**src/rtl/bank_seq_pkg.sv**
```systemverilog
`timescale 1ns/1ps
package bank_seq_pkg;
  typedef enum logic [2:0] {
    PH_IDLE,
    PH_ACT,
    PH_SENSE,
    PH_COL,
    PH_PRE
  } phase_e;
endpackage

```
**src/rtl/bank_phase_ctl.sv**
```systemverilog
`timescale 1ns/1ps
module bank_phase_ctl
  import bank_seq_pkg::*;
#(
  parameter int T_ACT   = 2,
  parameter int T_SENSE = 2,
  parameter int T_COL   = 1,
  parameter int T_PRE   = 2
) (
  input  logic   clk,
  input  logic   rst_n,
  input  logic   start,
  output phase_e phase,
  output logic   phase_end
);
  localparam int TM1  = (T_ACT > T_SENSE) ? T_ACT : T_SENSE;
  localparam int TM2  = (T_COL > T_PRE) ? T_COL : T_PRE;
  localparam int TMAX = (TM1 > TM2) ? TM1 : TM2;
  localparam int CW   = (TMAX > 1) ? $clog2(TMAX) : 1;
  localparam logic [CW-1:0] L_ACT   = CW'(T_ACT - 1);
  localparam logic [CW-1:0] L_SENSE = CW'(T_SENSE - 1);
  localparam logic [CW-1:0] L_COL   = CW'(T_COL - 1);
  localparam logic [CW-1:0] L_PRE   = CW'(T_PRE - 1);

  phase_e        phase_q, phase_d;
  logic [CW-1:0] cnt_q, cnt_d, last_cnt;
  logic          step_en;

  always_comb begin
    case (phase_q)
      PH_ACT:   last_cnt = L_ACT;
      PH_SENSE: last_cnt = L_SENSE;
      PH_COL:   last_cnt = L_COL;
      default:  last_cnt = L_PRE;
    endcase
  end

  assign phase_end = (phase_q != PH_IDLE) && (cnt_q == last_cnt);
  assign step_en   = (phase_q != PH_IDLE) || start;

  always_comb begin
    phase_d = phase_q;
    cnt_d   = cnt_q;
    if (phase_q == PH_IDLE) begin
      phase_d = PH_ACT;
      cnt_d   = '0;
    end else if (phase_end) begin
      cnt_d = '0;
      case (phase_q)
        PH_ACT:   phase_d = PH_SENSE;
        PH_SENSE: phase_d = PH_COL;
        PH_COL:   phase_d = PH_PRE;
        default:  phase_d = PH_IDLE;
      endcase
    end else begin
      cnt_d = cnt_q + 1'b1;
    end
  end

  always_ff @(posedge clk or negedge rst_n) begin
    if (!rst_n) begin
      phase_q <= PH_IDLE;
      cnt_q   <= '0;
    end else if (step_en) begin
      phase_q <= phase_d;
      cnt_q   <= cnt_d;
    end
  end

  assign phase = phase_q;
endmodule

```
**src/rtl/bank_refresh_sched.sv**
```systemverilog
`timescale 1ns/1ps
module bank_refresh_sched #(
  parameter int ROW_BITS         = 4,
  parameter int REFRESH_INTERVAL = 32
) (
  input  logic                clk,
  input  logic                rst_n,
  input  logic                take,
  output logic                pending,
  output logic [ROW_BITS-1:0] next_row
);
  localparam int TW = $clog2(REFRESH_INTERVAL);
  localparam logic [TW-1:0] T_LAST = TW'(REFRESH_INTERVAL - 1);

  logic [TW-1:0]       timer_q, timer_d;
  logic                pend_q, pend_d, tick;
  logic [ROW_BITS-1:0] ptr_q;

  assign tick    = (timer_q == T_LAST);
  assign timer_d = tick ? '0 : timer_q + 1'b1;
  assign pend_d  = (pend_q & ~take) | tick;

  always_ff @(posedge clk or negedge rst_n) begin
    if (!rst_n) begin
      timer_q <= '0;
      pend_q  <= 1'b0;
    end else begin
      timer_q <= timer_d;
      pend_q  <= pend_d;
    end
  end

  always_ff @(posedge clk or negedge rst_n) begin
    if (!rst_n)    ptr_q <= '0;
    else if (take) ptr_q <= ptr_q + 1'b1;
  end

  assign pending  = pend_q;
  assign next_row = ptr_q;
endmodule

```
**src/rtl/bank_row_health.sv**
```systemverilog
`timescale 1ns/1ps
module bank_row_health #(
  parameter int ROW_BITS  = 4,
  parameter int RETENTION = 1024
) (
  input  logic                   clk,
  input  logic                   rst_n,
  input  logic                   restore_en,
  input  logic [ROW_BITS-1:0]    restore_row,
  output logic [2**ROW_BITS-1:0] corrupt,
  output logic                   err
);
  localparam int ROWS = 2**ROW_BITS;
  localparam int AW   = $clog2(RETENTION + 1);
  localparam logic [AW-1:0] LIMIT = AW'(RETENTION);

  logic [ROWS-1:0] expired;
  logic [ROWS-1:0] bad_q;
  logic            err_q;

  for (genvar r = 0; r < ROWS; r++) begin : g_row
    logic [AW-1:0] age_q, age_d;
    logic          hit;
    assign hit        = restore_en && (restore_row == ROW_BITS'(r));
    assign expired[r] = (age_q == LIMIT);
    assign age_d      = hit ? '0 : (expired[r] ? age_q : age_q + 1'b1);
    always_ff @(posedge clk or negedge rst_n) begin
      if (!rst_n) begin
        age_q    <= '0;
        bad_q[r] <= 1'b0;
      end else begin
        age_q <= age_d;
        if (expired[r]) bad_q[r] <= 1'b1;
      end
    end
  end

  always_ff @(posedge clk or negedge rst_n) begin
    if (!rst_n)        err_q <= 1'b0;
    else if (|expired) err_q <= 1'b1;
  end

  assign corrupt = bad_q;
  assign err     = err_q;
endmodule

```
**src/rtl/bank_seq_top.sv**
```systemverilog
`timescale 1ns/1ps
module bank_seq_top
  import bank_seq_pkg::*;
#(
  parameter int ROW_BITS         = 4,
  parameter int COL_BITS         = 2,
  parameter int WORD_W           = 8,
  parameter int T_ACT            = 2,
  parameter int T_SENSE          = 2,
  parameter int T_COL            = 1,
  parameter int T_PRE            = 2,
  parameter int REFRESH_INTERVAL = 32,
  parameter int RETENTION        = 1024
) (
  input  logic                   clk,
  input  logic                   rst_n,
  input  logic                   req_valid,
  output logic                   req_ready,
  input  logic                   req_write,
  input  logic [ROW_BITS-1:0]    req_row,
  input  logic [COL_BITS-1:0]    req_col,
  input  logic [WORD_W-1:0]      req_wdata,
  output logic                   rd_valid,
  output logic [WORD_W-1:0]      rd_data,
  output logic [2**ROW_BITS-1:0] wordline,
  output logic                   refresh_active,
  output logic                   retention_err
);
  localparam int ROWS  = 2**ROW_BITS;
  localparam int COLS  = 2**COL_BITS;
  localparam int ROW_W = WORD_W * COLS;

  phase_e              phase;
  logic                phase_end, ref_pending, start_ref, accept, start;
  logic [ROW_BITS-1:0] ref_row;
  logic [ROWS-1:0]     corrupt;
  logic                sense_done, restore, wl_on;

  logic                op_ref_q, op_write_q;
  logic [ROW_BITS-1:0] row_q;
  logic [COL_BITS-1:0] col_q;
  logic [WORD_W-1:0]   wdata_q;
  logic [ROW_W-1:0]    sense_q, merged;
  logic [ROW_W-1:0]    mem_q [ROWS];

  assign start_ref = (phase == PH_IDLE) && ref_pending;
  assign req_ready = (phase == PH_IDLE) && !ref_pending;
  assign accept    = req_valid && req_ready;
  assign start     = start_ref || accept;

  bank_phase_ctl #(
    .T_ACT(T_ACT), .T_SENSE(T_SENSE), .T_COL(T_COL), .T_PRE(T_PRE)
  ) u_phase (
    .clk(clk), .rst_n(rst_n), .start(start),
    .phase(phase), .phase_end(phase_end)
  );

  bank_refresh_sched #(
    .ROW_BITS(ROW_BITS), .REFRESH_INTERVAL(REFRESH_INTERVAL)
  ) u_refresh (
    .clk(clk), .rst_n(rst_n), .take(start_ref),
    .pending(ref_pending), .next_row(ref_row)
  );

  bank_row_health #(
    .ROW_BITS(ROW_BITS), .RETENTION(RETENTION)
  ) u_health (
    .clk(clk), .rst_n(rst_n), .restore_en(restore), .restore_row(row_q),
    .corrupt(corrupt), .err(retention_err)
  );

  // Command latch, loaded when a sequence starts
  always_ff @(posedge clk or negedge rst_n) begin
    if (!rst_n) begin
      op_ref_q   <= 1'b0;
      op_write_q <= 1'b0;
      row_q      <= '0;
      col_q      <= '0;
      wdata_q    <= '0;
    end else if (start) begin
      op_ref_q   <= start_ref;
      op_write_q <= req_write && !start_ref;
      row_q      <= start_ref ? ref_row : req_row;
      col_q      <= req_col;
      wdata_q    <= req_wdata;
    end
  end

  assign sense_done = (phase == PH_SENSE) && phase_end;
  assign restore    = (phase == PH_COL) && phase_end;
  assign wl_on      = (phase == PH_ACT) || (phase == PH_SENSE) || (phase == PH_COL);

  always_comb begin
    merged = sense_q;
    if (op_write_q && !op_ref_q) merged[col_q*WORD_W +: WORD_W] = wdata_q;
  end

  always_ff @(posedge clk or negedge rst_n) begin
    if (!rst_n)          sense_q <= '0;
    else if (sense_done) sense_q <= mem_q[row_q];
  end

  // Row storage: sensing clears the row, restore writes it back
  for (genvar r = 0; r < ROWS; r++) begin : g_mem
    logic sel;
    assign sel         = (row_q == ROW_BITS'(r));
    assign wordline[r] = wl_on && sel;
    always_ff @(posedge clk or negedge rst_n) begin
      if (!rst_n)                 mem_q[r] <= '0;
      else if (sense_done && sel) mem_q[r] <= '0;
      else if (restore && sel)    mem_q[r] <= merged;
    end
  end

  assign rd_valid       = restore && !op_write_q && !op_ref_q;
  assign rd_data        = corrupt[row_q] ? '0 : sense_q[col_q*WORD_W +: WORD_W];
  assign refresh_active = op_ref_q && (phase != PH_IDLE);
endmodule

```
**config.mk**
```make
export PLATFORM = sky130hd
export DESIGN_NAME = bank_seq_top
export DESIGN_NICKNAME = d
export VERILOG_FILES = /design/src/rtl/bank_seq_pkg.sv /design/src/rtl/bank_phase_ctl.sv /design/src/rtl/bank_refresh_sched.sv /design/src/rtl/bank_row_health.sv /design/src/rtl/bank_seq_top.sv
export SDC_FILE = /design/constraint.sdc
export NUM_CORES = 1
export LEC_CHECK = 0
export BUFFER_PORTS_ARGS = -buffer_cell sky130_fd_sc_hd__buf_2
export CAP_MARGIN = 20
export CORE_AREA = 3 3 304 381
export DETAILED_ROUTE_END_ITERATION = 16
export DIE_AREA = 0 0 307 384
export HOLD_SLACK_MARGIN = 0.05
export PLACE_DENSITY_LB_ADDON = 0.08
export REMOVE_ABC_BUFFERS = 1
export SYNTH_ARGS = -nofsm -noshare
export SYNTH_HDL_FRONTEND = slang
export SYNTH_HIERARCHICAL = 1
export SYNTH_SLANG_ARGS = --single-unit
```
**constraint.sdc**
```tcl
create_clock -name clk -period 3 [get_ports clk]
set_clock_uncertainty 0.05 [all_clocks]
set_input_delay 0.15 -clock clk [delete_from_list [all_inputs] [get_ports clk]]
set_output_delay 0.15 -clock clk [all_outputs]
set_load 0.01 [all_outputs]
```
Word level (Yosys, flattened, before mapping) --
Index checks and enable logic that the tools add are counted.
Storage, ports and cells: register bits after elaboration 767, input bits 18, word-level logic and storage cells 310
Cells by class: add/subtract/negate cells 20, magnitude comparators 2, equal/unequal tests 52, shift-type cells 3, multiplexer cells 80, bitwise gates (word level) 4, reduce and logical (&&, ||, !) cells 89
Operator list (count):
- $mux W32 | 35
- $mux W11 | 32
- $add A11 B1 Y11 const B | 16
- $eq A11 B11 Y1 const B | 16
- $bmux W32 S4 | 1
- $logic_and A1 B1 Y1 | 59
- $neg A5 Y34 | 1
- $reduce_bool A2 Y1 | 17
- $shift A8 B34 Y32 const A | 1
- $shiftx A8 B34 Y32 | 1
- $bwmux W32 | 1
- $eq A4 B4 Y1 const B | 8
- $ne A2 B2 Y1 const B | 16
- $shiftx A32 B6 Y8 | 1
- $eq A4 B3 Y1 const B | 4
- $reduce_or A16 Y1 | 1
- $pmux W3 S3 | 1
- $eq A4 B2 Y1 const B | 2
- $mux W8 | 1
- $eq A3 B2 Y1 const B | 2
- $mux W3 | 2
- $add A5 B1 Y5 const B | 1
- $eq A5 B5 Y1 const B | 1
- $ge A5 B5 Y1 const B | 1
- 20 further kinds | 29

Logic depth before layout (Yosys ltp) --
Gate-level depths: netlist (run 1).
depth after elaboration 8, depth in mapped cells 12, mapped depth without buffers 9

Cells and area by module --
The synthesis (run 1) kept the hierarchy.
By module, submodules not included:
- bank_seq_top | instances 1, cells each 1745, area each 24942.7 µm², seq. area each 14013.4 µm²
- bank_row_health | instances 1, cells each 947, area each 9255.1 µm², seq. area each 4829.6 µm²
- bank_refresh_sched | instances 1, cells each 29, area each 405.4 µm², seq. area each 250.2 µm²
- bank_phase_ctl | instances 1, cells each 27, area each 247.7 µm², seq. area each 100.1 µm²

Least setup slack after synthesis (run 1) --
OpenSTA, ideal clock, no wires.
kind flip-flop to flip-flop, from reg u_phase.phase_q[0], in the netlist u_phase/phase[0], to reg u_health.g_row[0].age_q[10], library setup time 0.121 ns, arrival 2.406 ns, slack 0.422 ns, cell stages (with the launch flop) 13, path buffers 3, path through dfrtp_1 > buf_6 > nor3b_1 > o21ai_0 > o21ai_0 > nor2b_1 > nand3_2 > clkinv_1 > buf_2 > or3b_1 > nor3_2 > buf_2 > nor2_1
On the way: cells in the longest elaborated chain, start to end 7, elaborated cells on any way between the ends 9, those cells by class eq/ne (3); mux (2); reduce/logical (4)
Ends and longest elaborated chain:
- from (decl) | RTL line bank_phase_ctl.sv:25 | phase_e phase_q, phase_d;
- from (signal assigned) | RTL line bank_phase_ctl.sv:65 | phase_q <= phase_d;
- $eq A3 B2 Y1 | RTL line bank_phase_ctl.sv:30 | case (phase_q)
- $mux W1 | RTL line bank_phase_ctl.sv:30
- $eq A1 B1 Y1 | RTL line bank_phase_ctl.sv:38 | assign phase_end = (phase_q != PH_IDLE) && (cnt_q == last_cnt);
- $logic_and A1 B1 Y1 (*) | RTL line bank_phase_ctl.sv:38
- named net phase_end | RTL line bank_seq_top.sv:34 | logic phase_end, ref_pending, start_ref, accept, start;
- $logic_and A1 B1 Y1 (*) | RTL line bank_seq_top.sv:90 | assign restore = (phase == PH_COL) && phase_end;
- named net restore | RTL line bank_seq_top.sv:37 | logic sense_done, restore, wl_on;
- $logic_and A1 B1 Y1 (*) | RTL line bank_row_health.sv:24 | assign hit = restore_en && (restore_row == ROW_BITS'(r));
- $ne A2 B2 Y1 (no source line) / $mux W11 (equally long branches)
- to (signal assigned) | RTL line bank_row_health.sv:32 | age_q <= age_d;
- to (decl) | RTL line bank_row_health.sv:22 | logic [AW-1:0] age_q, age_d;
The timed path passes the listed nets; every way through them passes the cells marked *. A chain may end at the register's enable or synchronous reset.

Worst setup path after layout (run 1) --
from reg u_phase.phase_q[0], in the netlist u_phase/phase[0], to reg row_q[1]
On the way: cells in the longest elaborated chain, start to end 4, elaborated cells on any way between the ends 6, those cells by class mux (1); reduce/logical (5)
Ends and longest elaborated chain:
- $logic_not A3 Y1 (*) | RTL line bank_seq_top.sv:46, bank_seq_top.sv:47
- $logic_and A1 B1 Y1 | RTL line bank_seq_top.sv:47 | assign req_ready = (phase == PH_IDLE) && !ref_pending;
- $logic_and A1 B1 Y1 | RTL line bank_seq_top.sv:48 | assign accept = req_valid && req_ready;
- $logic_or A1 B1 Y1 | RTL line bank_seq_top.sv:49 | assign start = start_ref || accept;
- to (signal assigned) | RTL line bank_seq_top.sv:83 | row_q <= start_ref ? ref_row : req_row;
- to (decl) | RTL line bank_seq_top.sv:40 | logic [ROW_BITS-1:0] row_q;
Mark *: on every way between the ends. The rest lies on a longest branch, timed or not.

==> results_dict.tcl, run 1 <==
set metrics [dict create \
    status "finished clean" \
    wire_per_inst_um 25.9 \
    ios 46 \
    drc 0 \
    path_class "register to register" \
    hold_ws_ns 0.178 \
    cts_tree "yes" \
    die_w_um 307 \
    port_buffers 45 \
    design.core.area_um2 113000 \
    comb_power_share_pct 21.3 \
    clkTransAtPathRegs_ns 0.06 \
    async_flop_share_pct 100 \
    hp-class "input pin to async pin" \
    routed_wl_mm 114 \
    rsz0062_at_grt "false" \
    crit_path_top_delay_cell "a21oi_1" \
    numCtsBuffers 89 \
    max_slew_margin_pct 33.1 \
    critPathRequiredTime_ns 3.41 \
    design_area_um2 40800 \
    critPathMaxStageDelay_ns 0.81 \
    grt_usage_pct 19.6 \
    synthFlopType "dfrtp_1" \
    worstMarginPinSlew_ns 1.00 \
    final_common_cell "dfrtp_1" \
    cts_max_level 3 \
    finalCriticalPeriod_ns 2.91 \
    path_cells "buf_4 > nor3_1 > and2_1 > mux2i_1 > a21oi_1" \
    power_leakage_nw 18.2 \
    grt_max_degree 108 \
    syn_avg_cell_area_um2 12.7 \
    final_layout_size_suffix_gt1_share_pct 19.0 \
    chipHeight_um 384 \
    std_cell_rows 138 \
    start_kind "register" \
    grt_pass1_vias 25900 \
    powerDensity_nw_per_um2 742 \
    final_cell_mix "dfrtp_1 (764), nor2_1 (281), o2bb2ai_1 (256), a22o_1 (256), mux4_2 (139)" \
    ys_seq_area_share_pct 55.1 \
    clk-insertion-delay-late_ns 0.69 \
    dp_hpwl_mm 70.5 \
    synthCells 2748 \
    switching_power_w 0.00965 \
    antenna_left 0 \
    hold_violations 0 \
    overflow 0 \
    p_int_w 0.0207 \
    synth_edf_count 0 \
    ys_seq_elements 767 \
    first_iter_violations 1621 \
    grt_pass1_wl_mm 173 \
    antenna_found_initial 2 \
    gp_congestion 0.808 \
    area_growth_pct 17.2 \
    postCtsSetupRepairBufs 0 \
    clock_tree.buffer_depth 3 \
    netlist_area_um2 34900 \
    crit_fanout 10 \
    synth.yosys.warnings 6 \
    maxCapViolCount 0 \
    post-route-period-util_pct 96.9 \
    dpl-instance-area_um2 37600 \
    root_buffer "clkbuf_16" \
    rrSetupSlack_ns 0.09 \
    num_antenna_cells 0 \
    p_seq_share_pct 41.8 \
    finalMaxSlewViolations 0 \
    setup_viol 0 \
    synth_cell_types 61 \
    worst_setup_path_end_kind "register" \
    vdd_ir_drop_max_uv 429 \
    dr.pass1.iters 5 \
    die_area_um2 118000 \
    power.total_w 0.0303 \
    clkSinkCount 767 \
    fin_util_pct 36.2 \
    initial_utilization_pct 30.9 \
    pwr-share-clk_pct 36.9 \
    num_vias 24100 \
    via_per_inst 5.46 \
    swShare_pct 31.8 \
    fin_nets 2937 \
    crit_arrival_ns 3.32 \
    timing.fmax_mhz 344 \
]
## power groups by stage
stage / Clock [W] / Combinational, W / Sequential, W
finish: 0.0112 / 0.00644 / 0.0127
CTS: 0.0116 / 0.00651 / 0.0127
global route: 0.0120 / 0.00710 / 0.0128
floorplan: 0 / 0.00354 / 0.0131
detailed placement: 0 / 0.00642 / 0.0128
global placement: 0 / 0.00633 / 0.0128
## critical path: cells and delay by family, from the launching register on
family	cells	cell delay (ns)
buf+inv	1	0.16
mux	1	0.15
simple gates	2	1.11
compound gates	1	0.81
flops	1	0.41
## registers in the layout (all words and copies together), names as in the netlist, 2 cells and up
name and cells:
col_q 2, mem_q 512, row_q 4, sense_q 32, u_health/corrupt 16, u_health/g_row.age_q 176
u_phase/phase 3, u_refresh/next_row 4, u_refresh/timer_q 5, wdata_q 8
## routing by layer
| metal | wire length [um] | up-vias | GRT usage [%] |
|---|---|---|---|
| li1 | - | 10500 | - |
| met1 | 46800 | 12700 | 24.4 |
| met2 | 58100 | 667 | 34.4 |
| met3 | 5520 | 157 | 3.14 |
| met4 | 3840 | 0 | 6.90 |
| met5 | 0 | - | 0 |
## synth_stat cells (3+ instances only)
library cell  number  area, um^2
dfrtp_1          767       19200
nor2_1           282        1060
a22o_1           256        2240
o2bb2ai_1        256        2240
mux4_2           139        3130
nand2_1          125         469
nand3_1          106         531
xor2_1            88         771
buf_2             83         415
clkbuf_1          78         293
xnor2_1           69         604
and3_1            44         275
inv_1             41         154
ha_1              40         500
mux2i_1           37         370
a22oi_1           36         270
a21oi_1           34         170
o211ai_1          32         240
nand2b_1          25         156
buf_6             24         270
nor4_1            22         138
a22o_2            16         160
nor4b_1           16         140
nor2b_1           15        93.8
mux2_2            14         158
nand4_1           12        75.1
nand4b_1          12         105
o21ai_0           11        55.1
nor3_1            10        50.1
buf_1              7        26.3
a21oi_2            6        52.6
buf_4              3        22.5
nand3b_1           3        22.5
or3_1              3        18.8
## cell type report
class | count | area, um^2
fillers | 10800 | 71900
flip-flops and latches | 767 | 19200
multi-input cells | 1744 | 14500
clock buffers | 128 | 2630
repair buffers | 235 | 2130
well taps | 1470 | 1840
clock inverters | 28 | 369
inverters | 42 | 158
## through the flow
stage               setup TNS (ns)  setup slack, ns  cells
CTS                              0           0.0321   4413
finish                           0           0.0918   4414
detailed placement               0            0.225   4236
global route                     0          0.00762   4414
floorplan                 -1771.59            -2.83   2553
global placement                 0            0.282   4236
## final timing paths
| kind | cells after the start | from | end |
|---|---|---|---|
| max | 5 | u_phase/phase[0] | row_q[1] |
| min | 3 | rst_n | u_health/g_row[0].age_q[4] |
| max reg2reg | 5 | u_phase/phase[0] | row_q[1] |
| min reg2reg | 1 | u_health/corrupt[7] | u_health/corrupt[7] |
| max in group asynchronous | 4 | rst_n | mem_q[222] |
| min in group clk | 3 | req_wdata[0] | wdata_q[0] |
## cells by family (layout without fill, tap and decap cells)
kind of cell,after synthesis,count (layout),share of synthesized area [%]
flip-flops,767,767,55.1
AND/OR/NAND/NOR,702,702,9.81
AO/OA/AOI/OAI,653,653,15.7
buffers and inverters,237,433,3.40
multiplexers,192,192,10.6
XOR/XNOR,157,157,3.95
adder cells (fa/ha/maj),40,40,1.44
## timing repair
action / CTS / global route
gates cloned: 0 / 0
hold buffers: 21 / 0
endpoints found under the hold margin: 556 / 0
gates resized for setup: 1 / 4
endpoints found under the setup margin: 8 / 23
Power figures use the tool's default switching activity.
==> run 2, diff against run 1 <==
CORE_AREA = 3 3 305 382   (was 3 3 304 381)
DIE_AREA = 0 0 308 385   (was 0 0 307 384)
PLACE_DENSITY = 0.49   (was unset)
PLACE_DENSITY_LB_ADDON = unset   (was 0.08)
SYNTH_HIERARCHICAL = unset   (was 1)
==> run 2 against run 1 <==
Count of clock-buffer cells in the layout decreased by 9. Combinational power increased by 5.7%. Total power decreased by 1.4%. Core utilization decreased by 0.69 points. Sequential cell count unchanged.
==> results_dict.tcl, run 2 <==
set metrics [dict create \
    met3_usage_pct 3.93 \
    path_class "register to primary output" \
    clk-insertion-delay-late_ns 0.66 \
    post-route-period-util_pct 94.7 \
    routed_wl_mm 111 \
    fin_nets 2902 \
    power.total_w 0.0299 \
    use_met2_pct 32.0 \
    crit_top_cell "mux4_2" \
    clock_tree.buffer_depth 3 \
    regMostFlops "mem_q" \
    synth.yosys.warnings 0 \
    ys_seq_area_share_pct 54.9 \
    finalMaxSlewViolations 0 \
    port_buffers 45 \
    busiest_layer "met2" \
    drc 0 \
    worst_setup_path_end_kind "primary output" \
    hp-class "input pin to register" \
    use_met1_pct 23.4 \
    wire_per_inst_um 25.4 \
    post_cts_resized 0 \
    path_cells "mux4_2 > mux4_2 > buf_12 > nor2b_1 > buf_2" \
    synth_edf_count 0 \
    dr.pass1.iters 5 \
    crit_buf_inv 2 \
    clkSinkCount 767 \
    finalCriticalPeriod_ns 2.84 \
    via_per_inst 5.66 \
    clkTransAtPathRegs_ns 0.06 \
    rsz0062_at_grt "false" \
    async_flop_share_pct 100 \
    grt_pass1_vias 25900 \
    first_iter_violations 2004 \
    cts_max_level 3 \
    syn_avg_cell_area_um2 12.4 \
    yosys-top-cells-count "dfrtp_1 (767), a22o_1 (462), nor2_1 (222), nand2_1 (199), mux4_2 (129)" \
    maxCapViolCount 0 \
    status "finished clean" \
    grt_usage_pct 18.9 \
    ys_seq_elements 767 \
    ios 46 \
    r2r-end "sense_q[18]" \
    largest_register_ffs 512 \
    chipHeight_um 385 \
    hold_end "row_q[0]" \
    timing.fmax_mhz 352 \
    cts_tree "yes" \
    placedCellCount 4206 \
    design.core.area_um2 113000 \
    synthCells 2817 \
    synth_area_leaders "dfrtp_1 (55%), a22o_1 (12%), mux4_2 (8.3%), nor2_1 (2.4%), xor2_1 (2.2%)" \
    critPathRequiredTime_ns 2.80 \
    yosysMostFrequentCell "dfrtp_1" \
    worstRegToRegCells 5 \
    setup_viol 0 \
    overflow 0 \
    gp_congestion 0.782 \
    synthFlopType "dfrtp_1" \
    power_leakage_nw 18.1 \
    area_growth_pct 15.0 \
    final_cell_mix "dfrtp_1 (763), a22o_1 (462), nor2_1 (210), nand2_1 (199), mux4_2 (129)" \
    hp-start "req_row[0]" \
    stdcell_count 4374 \
    crit_fanout 14 \
    final_layout_size_suffix_gt1_share_pct 16.6 \
    critPathMaxStageDelay_ns 0.63 \
    powerDensity_nw_per_um2 743 \
    root_buffer "clkbuf_16" \
    die_w_um 308 \
    synth_cell_types 49 \
    start_kind "register" \
    rrSetupSlack_ns 0.44 \
    final_common_cell "dfrtp_1" \
    synth_largest_area_cell "dfrtp_1" \
    hold_violations 0 \
    crit_family "multiplexers" \
    worstMarginPinSlew_ns 0.743 \
    reg_top3 "mem_q x512, u_health.g_row.age_q x176, sense_q x32" \
    antenna_found_initial 1 \
    crit-reg2reg-launch "row_q[0]" \
    dp_hpwl_mm 63.9 \
    num-fill-cells 10900 \
    min_path_cells 5 \
    crit_path_top_delay_cell "dfrtp_4" \
    grt_pass1_wl_mm 168 \
    netlist_area_um2 35000 \
    antenna_left 0 \
    num_vias 24700 \
    die_area_um2 119000 \
    synth.top_cell.area_share_pct 54.9 \
    std_cell_rows 138 \
    max_slew_margin_pct 50.5 \
    initial_utilization_pct 30.9 \
    grt_max_degree 91 \
    numCtsBuffers 80 \
    vdd_ir_drop_max_uv 457 \
    crit_arrival_ns 2.64 \
]
-- run 2: changes by cell type in the layout (fill, tap and decap cells not counted), sizes merged, moves of 34 or more --
cell and delta:
a22oi -34, buf -76, nor2 -62, nand3 -36, nand2 +75, nor3 +38
a22o +205, o21ai +89, o2bb2ai -256
-- run 2: through the flow --
stage                     TNS (ns)  hold WS [ns]  utilization, %  cell area, um^2  worst slack, ns
after global placement           0         0.139            32.9            37300            0.385
after global routing             0         0.147            35.5            40200           0.0202
final                            0         0.119            35.5            40200            0.160
after floorplan           -3170.33        -0.196               -            33900            -6.96
after CTS                        0        0.0655            35.5            40200           0.0588
after detailed placement         0         0.145            32.9            37300            0.394
-- run 2: where the power goes --
group | internal (W) | switching (W)
clock | 0.00608 | 0.00428
sequential | 0.0113 | 0.00139
combinational | 0.00267 | 0.00414
-- run 2: final cells by class --
type                    count  area, um^2  share of cell area [%]
diodes                      2        5.00                  0.0124
clock buffers             119        2420                    6.02
clock inverters            21         277                   0.687
inverters                  40         150                   0.373
multi-input cells        1793       14700                    36.5
flip-flops and latches    767       19200                    47.7
well taps                1470        1840                    4.57
repair buffers            162        1640                    4.08
-- run 2: timing repair --
action,4_1_cts,5_1_grt
endpoints found under the setup margin,8,0
buffers inserted,3,0
hold buffers,23,0
hold endpoints to repair,463,0
-- run 2: worst max-delay path by stage --
stage / cells after the start / slack (ns) / startpoint / to
final: 5 / 0.16 / row_q[1] / rd_data[6]
after global routing: 5 / 0.02 / row_q[1] / rd_data[6]
after CTS: 5 / 0.06 / row_q[1] / rd_data[6]
after detailed placement: 6 / 0.39 / row_q[1] / mem_q[432]
after global placement: 6 / 0.38 / row_q[1] / mem_q[429]
after floorplan: 3 / -6.96 / row_q[0] / mem_q[384]
-- run 2: logic make-up after synthesis --
| group | Yosys count | share of synthesized area (%) |
|---|---|---|
| fa+ha+maj | 40 | 1.43 |
| flops | 767 | 54.9 |
| simple gates | 739 | 10.2 |
| buf+inv | 257 | 3.51 |
| compound gates | 670 | 15.3 |
| mux | 220 | 11.6 |
| xor+xnor | 124 | 3.10 |
-- run 2: metal layers --
metal | wire (um) | part of all wire, %
met5 | 0 | 0
met1 | 44800 | 40
met4 | 4260 | 3.8
met2 | 54600 | 49
met3 | 7630 | 6.9
-- run 2: worst min-delay path: stages --
cell     delay (ns)
buf_2          0.08
and3b_1        0.16
a21oi_1        0.05
o21ai_0        0.18
buf_4          0.16
